==> config.mk <==
export PLATFORM = sky130hd
export DESIGN_NAME = mux_bus_master
export DESIGN_NICKNAME = d
export VERILOG_FILES = /design/src/rtl/mbm_pkg.sv /design/src/rtl/ack_sync.sv /design/src/rtl/phase_watchdog.sv /design/src/rtl/mux_bus_master.sv
export SDC_FILE = /design/constraint.sdc
export NUM_CORES = 1
export LEC_CHECK = 0
export ABC_AREA = 1
export BUFFER_PORTS_ARGS = -buffer_cell sky130_fd_sc_hd__clkbuf_2
export CORE_ASPECT_RATIO = 0.8
export CORE_MARGIN = 8
export CORE_UTILIZATION = 51
export DETAILED_ROUTE_END_ITERATION = 16
export MAX_ROUTING_LAYER = met4
export PLACE_DENSITY_LB_ADDON = 0.3
export SYNTH_ARGS = -nofsm -noshare
export SYNTH_HDL_FRONTEND = slang
export SYNTH_SLANG_ARGS = --single-unit
==> constraint.sdc <==
create_clock -name clk -period 2 [get_ports clk]
set_input_delay 0.4 -clock clk [delete_from_list [all_inputs] [get_ports clk]]
set_output_delay 0.4 -clock clk [all_outputs]
set_load 0.02 [all_outputs]
==> src/rtl/mbm_pkg.sv <==
package mbm_pkg;
    typedef enum logic [2:0] {
        ST_IDLE,
        ST_ADDR_SETUP,
        ST_ADDR_WAIT,
        ST_DATA_SETUP,
        ST_DATA_WAIT,
        ST_CLOSE
    } mbm_state_e;
endpackage

==> src/rtl/ack_sync.sv <==
module ack_sync #(
    parameter int STAGES = 2
) (
    input  logic clk,
    input  logic rst_n,
    input  logic ack_n_async,
    output logic ack_s,
    output logic ack_fall,
    output logic ack_rise
);
    // STAGES synchronizer flops plus one history flop for edge detection
    logic [STAGES:0] shreg;

    always_ff @(posedge clk or negedge rst_n) begin
        if (!rst_n) shreg <= '1;
        else        shreg <= {shreg[STAGES-1:0], ack_n_async};
    end

    assign ack_s    = shreg[STAGES-1];
    assign ack_fall = shreg[STAGES] & ~shreg[STAGES-1];
    assign ack_rise = ~shreg[STAGES] & shreg[STAGES-1];
endmodule

==> src/rtl/phase_watchdog.sv <==
module phase_watchdog #(
    parameter int CNT_W = 16
) (
    input  logic             clk,
    input  logic             rst_n,
    input  logic             active,
    input  logic [CNT_W-1:0] limit,
    output logic             expired
);
    logic [CNT_W-1:0] cnt;

    assign expired = active && (cnt >= limit);

    always_ff @(posedge clk or negedge rst_n) begin
        if (!rst_n)        cnt <= '0;
        else if (!active)  cnt <= '0;
        else if (!expired) cnt <= cnt + 1'b1;
    end
endmodule

==> src/rtl/mux_bus_master.sv <==
module mux_bus_master
    import mbm_pkg::*;
#(
    parameter int ADDR_W      = 23,
    parameter int DATA_W      = 32,
    parameter int BE_W        = 4,
    parameter int SYNC_STAGES = 2,
    parameter int WDOG_W      = 16
) (
    input  logic              clk,
    input  logic              rst_n,
    input  logic              req,
    input  logic              we,
    input  logic [ADDR_W-1:0] addr,
    input  logic [BE_W-1:0]   be,
    input  logic [DATA_W-1:0] wdata,
    input  logic [WDOG_W-1:0] wdog_limit,
    output logic [DATA_W-1:0] rdata,
    output logic              done,
    output logic              err,
    output logic [DATA_W-1:0] bus_out,
    output logic              bus_oe,
    input  logic [DATA_W-1:0] bus_in,
    output logic              as_n,
    output logic              ds_n,
    output logic              rw_n,
    output logic              legacy_ds_n,
    input  logic              ack_n
);
    localparam int PAD_W = DATA_W - ADDR_W - BE_W;

    mbm_state_e state, state_nx;

    logic [ADDR_W-1:0] addr_q;
    logic [BE_W-1:0]   be_q;
    logic [DATA_W-1:0] wdata_q;
    logic              we_q;
    logic              ack_s, ack_fall, ack_rise;
    logic              wd_active, wd_expired;
    logic [DATA_W-1:0] addr_word;

    ack_sync #(.STAGES(SYNC_STAGES)) u_sync (
        .clk         (clk),
        .rst_n       (rst_n),
        .ack_n_async (ack_n),
        .ack_s       (ack_s),
        .ack_fall    (ack_fall),
        .ack_rise    (ack_rise)
    );

    assign wd_active = (state == ST_ADDR_WAIT) || (state == ST_DATA_WAIT);

    phase_watchdog #(.CNT_W(WDOG_W)) u_wdog (
        .clk     (clk),
        .rst_n   (rst_n),
        .active  (wd_active),
        .limit   (wdog_limit),
        .expired (wd_expired)
    );

    assign addr_word = {{PAD_W{1'b0}}, be_q, addr_q};

    // next-state logic
    always_comb begin
        state_nx = state;
        unique case (state)
            ST_IDLE:       if (req) state_nx = ST_ADDR_SETUP;
            ST_ADDR_SETUP: state_nx = ST_ADDR_WAIT;
            ST_ADDR_WAIT: begin
                if (ack_fall)        state_nx = ST_DATA_SETUP;
                else if (wd_expired) state_nx = ST_CLOSE;
            end
            ST_DATA_SETUP: state_nx = ST_DATA_WAIT;
            ST_DATA_WAIT: begin
                if (ack_rise)        state_nx = ST_CLOSE;
                else if (wd_expired) state_nx = ST_CLOSE;
            end
            ST_CLOSE:      if (ack_s) state_nx = ST_IDLE;
            default:       state_nx = ST_IDLE;
        endcase
    end

    // state register and transfer bookkeeping
    always_ff @(posedge clk or negedge rst_n) begin
        if (!rst_n) begin
            state   <= ST_IDLE;
            addr_q  <= '0;
            be_q    <= '0;
            wdata_q <= '0;
            we_q    <= 1'b0;
            rdata   <= '0;
            done    <= 1'b0;
            err     <= 1'b0;
        end else begin
            state <= state_nx;
            done  <= (state == ST_DATA_WAIT) && ack_rise;
            err   <= wd_expired &&
                     (((state == ST_ADDR_WAIT) && !ack_fall) ||
                      ((state == ST_DATA_WAIT) && !ack_rise));
            if ((state == ST_IDLE) && req) begin
                addr_q  <= addr;
                be_q    <= be;
                wdata_q <= wdata;
                we_q    <= we;
            end
            if ((state == ST_DATA_WAIT) && ack_rise && !we_q)
                rdata <= bus_in;
        end
    end

    // output decode
    always_comb begin
        as_n        = 1'b1;
        ds_n        = 1'b1;
        rw_n        = 1'b1;
        bus_oe      = 1'b0;
        bus_out     = '0;
        legacy_ds_n = 1'b1;
        unique case (state)
            ST_IDLE, ST_CLOSE: ;
            ST_ADDR_SETUP: begin
                rw_n    = ~we_q;
                bus_oe  = 1'b1;
                bus_out = addr_word;
            end
            ST_ADDR_WAIT: begin
                as_n    = 1'b0;
                rw_n    = ~we_q;
                bus_oe  = 1'b1;
                bus_out = addr_word;
            end
            ST_DATA_SETUP: begin
                as_n    = 1'b0;
                rw_n    = ~we_q;
                bus_oe  = we_q;
                bus_out = we_q ? wdata_q : '0;
            end
            ST_DATA_WAIT: begin
                as_n    = 1'b0;
                ds_n    = 1'b0;
                rw_n    = ~we_q;
                bus_oe  = we_q;
                bus_out = we_q ? wdata_q : '0;
            end
            default: ;
        endcase
    end
endmodule

---- Word level (Yosys, flattened, before mapping) ----
Cells that the tools add are included.
word-level totals
  input bits .............................. 112
  output and inout port bits .............. 71
  register bits after elaboration ......... 116
  word-level logic and storage cells ...... 57
cells by class
  bitwise operators ....................... 5
  magnitude comparators ................... 1
  eq/ne operators ......................... 8
  multiplexer cells ....................... 14
  reductions and logical operators ........ 18
  add/subtract/negate cells ............... 1
operator list
  cell                                                  count
  case mux 32 bit (2 select lines)                      1
  2-to-1 mux 16 bit                                     2
  2-to-1 mux 32 bit                                     1
  case mux 3 bit (6 select lines)                       1
  adder 16 x 1 -> 16 bit (second input constant)        1
  >= comparator 16 bit                                  1
  2-to-1 mux 3 bit                                      5
  logical AND 1 bit                                     7
  equality test 3 x 2 -> 1 bit (second input constant)  2
  equality test 3 bit (second input constant)           2
  != test 2 bit (second input constant)                 2
  OR reduction 2 bit                                    2
  OR reduction 4 bit                                    1
  equality test 3 x 1 -> 1 bit (second input constant)  1
  zero test 1 bit                                       3
  zero test 3 bit                                       1
  2-to-1 mux 1 bit                                      3
  inverter 1 bit                                        3
  OR reduction 3 bit                                    1
  AND 1 bit                                             2
  logical OR 1 bit                                      2
  != test 2 x 1 -> 1 bit (second input constant)        1
  case mux 1 bit (2 select lines)                       1
  AND reduction 2 bit                                   1

---- Depth between registers and ports, before layout ----
  depth after elaboration ................. 6
  depth in mapped cells ................... 15
  depth with buffers taken out ............ 15

---- Hierarchy ----
A second synthesis with hierarchy kept.
unflattened totals
  cells, all modules ...................... 767
  area, all modules ....................... 6052.1 µm²
by module, submodules not included
  module          seq. area each (µm²)  times used  cells each  area an instance (µm²)
  mux_bus_master  2427.3                1           541         4380.5
  phase_watchdog  400.4                 1           219         1577.8
  ack_sync        78.8                  1           7           93.8

---- Worst setup path after synthesis ----
OpenSTA, ideal clock, no wires.
  path kind ............................... register to output
  start point ............................. register state[0]
  end point ............................... output port bus_out[15]
  buffers on the path ..................... 2
  slack ................................... 176 ps
  arrival ................................. 1424 ps
  required time ........................... 1600 ps
  cell stages (with the launch flop) ...... 9
  path through ............................ dfrtp_1 -> nor2_4 -> clkinv_1 -> nand2_1 -> nand2_2 -> inv_2 -> buf_4 -> buf_6 -> a32o_1
on the way
  cells in the longest elaborated chain, start to end .. 3
  elaborated cells on any way between the ends .. 7
  those cells by class .................... eq/ne: 4; mux: 1; reduce/logical: 2
ends and longest elaborated chain
  item                                         line                   source
  start, declared                              mux_bus_master.sv:32   mbm_state_e state, state_nx;
  start signal, assigned                       mux_bus_master.sv:95   state <= state_nx;
  equality test 3 bit (tied with other cells)  mux_bus_master.sv:119  unique case (state)
  OR reduction 2 bit (no line)                 -
  case mux 32 bit (2 select lines) *           mux_bus_master.sv:119
  end, declared                                mux_bus_master.sv:21   output logic [DATA_W-1:0] bus_out,
Mark *: on every way between the ends. The rest lies on a longest branch, timed or not.

---- Worst setup path after layout ----
  start point ............................. register state[1]
  end point ............................... output port bus_out[0]
Same word-level chain as after synthesis.

==> flow_metrics.env <==
export IMPL_gr_usage_met3=0.0747
export IMPL_place_gp_congestion=0.845
export IMPL_whs_ps=95.6
export IMPL_finalSetupViolCount=34
export IMPL_worstSkewPairLatency_ps=400
export IMPL_start_util=0.526
export IMPL_async_reset_ff_frac=1.00
export IMPL_n_fill_cell=747
export IMPL_final_cell_count_no_fill=865
export IMPL_grt_pass1_wl_um=24600
export IMPL_placed_area_mm2=0.00691
export IMPL_diodes=0
export IMPL_powerDensity_mw_per_mm2=1720
export IMPL_hold_viol_final=0
export IMPL_dp_cells=813
export IMPL_max_vdd_ir_drop_uv=1190
export IMPL_rrSetupSlack_ps=80
export IMPL_final_util=0.746
export IMPL_die_height_um=111
export IMPL_fmax_mhz=462
export IMPL_cts_root_buffer="clkbuf_16"
export IMPL_fin_nets=837
export IMPL_area_delta_synth_final_pct=42.0
export IMPL_synth_cells=492
export IMPL_design_area_mm2=0.00813
export IMPL_synth_edf_count=0
export IMPL_port_buffers=181
export IMPL_top_usage_layer="met2"
export IMPL_clock_sinks=116
export IMPL_antenna_found_initial=0
export IMPL_met1_usage=0.241
export IMPL_finalSetupTns_ps=-3910
export IMPL_cts_buffer_depth=2
export IMPL_io_pins=183
export IMPL_drive_above_1_share=0.513
export IMPL_wl_per_cell_um=17.8
export IMPL_cts_buffers=17
export IMPL_status="finished, violations left"
export IMPL_fp_dieW_um=134
export IMPL_total_power_mw=14.0
export IMPL_fin_skew_ps=7.59
export IMPL_cp_required_ps=1600
export IMPL_violations="negative setup slack"
export IMPL_synth_distinct_cells=31
export IMPL_grt_total_usage=0.212
export IMPL_cap_violations=0
export IMPL_ys_seq_area_frac=0.508
export IMPL_end_kind="primary output"
export IMPL_dieArea_mm2=0.0149
export IMPL_fin_crit_sh=1.08
export IMPL_grt_ovfl_total=0
export IMPL_yosys_register_bits=116
export IMPL_cp_arrival_ps=1760
export IMPL_synth_nets=621
export IMPL_min_path_type="input port to flip-flop"
export IMPL_drv_slew=0
export IMPL_dp_hpwl_um=10600
export IMPL_yosys_warnings=0
export IMPL_drc=0
export IMPL_ant_nets=0
export IMPL_min_period_ps=2160
export IMPL_dr_pass1_iters=4
export IMPL_avgViaCountPerCell=5.18
export IMPL_worst_slack_ps=-163
export IMPL_core_area_mm2=0.0109
export IMPL_crit_path_max_fanout=10
export IMPL_cts_htree_levels=4
export IMPL_criticalPathCategory="flip-flop to primary output"
export IMPL_syn_area_mm2=0.00572
export IMPL_rows=34
export IMPL_pre_cts_ws_ps=17.5
export IMPL_p_leak_nw=4.21
export IMPL_rsz0062_at_grt="true"
export IMPL_synth_flop_cell="dfrtp_1"
export IMPL_num_vias=4480
export IMPL_met2_usage=0.346
export IMPL_totalWireLength_um=15400
export IMPL_cts_tree="built"
export IMPL_synth_area_per_cell_um2=11.6
export IMPL_clkTransAtPathRegs_ps=50
export IMPL_drt_iter0_drc=200
export IMPL_critPathLaunchType="flip-flop"
export IMPL_grt_start_max_net_pins=62
export IMPL_grt_pass1_vias=4888
-- logic make-up after synthesis --
group	Yosys count	share of synthesized area
adder cells (fa/ha/maj)	17	0.0372
AND/OR/NAND/NOR	144	0.118
XOR/XNOR	14	0.0214
AO/OA/AOI/OAI	43	0.0625
other	1	0.000655
multiplexers	91	0.199
buffers and inverters	66	0.0538
flip-flops	116	0.508
-- worst max-delay path, stage by stage, from the launching register on --
cell and delay, ps:
dfrtp_2 440, inv_4 70, buf_6 120, nand3_4 90
nand2_8 90, buf_16 160, a32o_1 230, clkbuf_8 160
-- metal layers --
metal | vias to the layer above | share of wire
met3 | 17 | 0.076
met5 | - | 0
met4 | 0 | 0.011
li1 | 2141 | -
met1 | 2170 | 0.42
met2 | 152 | 0.49
-- cells in the mapped netlist (5+ instances only) --
cell	instances	area [µm²]
dfrtp_1	113	2830
nand2_1	60	225
mux2_2	43	484
inv_1	35	131
nand3_1	35	175
mux2_4	30	450
a32o_1	27	270
nor2_1	21	78.8
mux2_1	18	203
ha_1	17	213
xor2_1	14	123
buf_2	12	60.1
nand3b_1	10	75.1
a21oi_1	8	40.0
nand2_2	6	37.5
clkbuf_1	5	18.8
inv_2	5	18.8
nor3_1	5	25.0
-- area by class of cell --
cell class	count	area [µm²]	area share
clock inverters	13	158	0.0194
inverters	41	169	0.0208
clock buffers	19	443	0.0545
well taps	144	180	0.0222
multi-input cells	310	2610	0.321
flip-flops and latches	116	2910	0.358
repair buffers	222	1660	0.204
-- where the power goes --
group | switching, mW | internal [mW]
Sequential | 0.644 | 3.37
Clock | 1.05 | 1.98
Combinational | 3.35 | 3.60
-- registers in the layout (all words and copies together) (netlist names), 3 cells and up --
| name | count |
|---|---|
| u_sync.shreg | 3 |
| u_wdog.cnt | 16 |
| rdata | 32 |
| be_q | 4 |
| state | 3 |
| wdata_q | 32 |
| addr_q | 23 |
-- placed cells by master (no fill, tap or decap), types with 4 or more instances in the layout --
cell type | netlist | final
clkbuf_8 | 0 | 17
inv_1 | 35 | 34
buf_8 | 0 | 12
xor2_1 | 14 | 14
a21oi_1 | 8 | 8
clkbuf_2 | 0 | 144
mux2_2 | 43 | 43
nor2_4 | 2 | 4
mux2_4 | 30 | 30
nand2_2 | 6 | 6
clkbuf_16 | 0 | 18
buf_4 | 4 | 30
nor3_1 | 5 | 5
ha_1 | 17 | 17
clkinvlp_4 | 0 | 4
buf_6 | 4 | 9
buf_12 | 0 | 7
a32o_2 | 0 | 12
nand3_1 | 35 | 33
nand2_1 | 60 | 56
nand4_1 | 4 | 4
dfrtp_1 | 113 | 110
nor2_1 | 21 | 18
clkinv_2 | 0 | 4
nand3b_1 | 10 | 10
mux2_1 | 18 | 18
a32o_1 | 27 | 15
-- timing repair --
action	4_1_cts	5_1_grt
hold buffers	1	0
cloned	3	1
pin swaps	8	10
resized for setup	96	43
buffers inserted	8	7
endpoints found under the setup margin	35	38
hold endpoints to repair	32	0
-- worst paths after layout --
path / from / end / depth (start not counted)
setup / recovery: state[1] / bus_out[0] / 7
hold / removal: ack_n / u_sync.shreg[0] / 1
setup reg to reg: state[1] / rdata[31] / 9
hold reg to reg: u_sync.shreg[0] / u_sync.shreg[1] / 0
max in group asynchronous: rst_n / u_sync.shreg[0] / 3
min in group asynchronous: rst_n / rdata[2] / 2
Note: power is estimated with default switching activity, not from simulation.
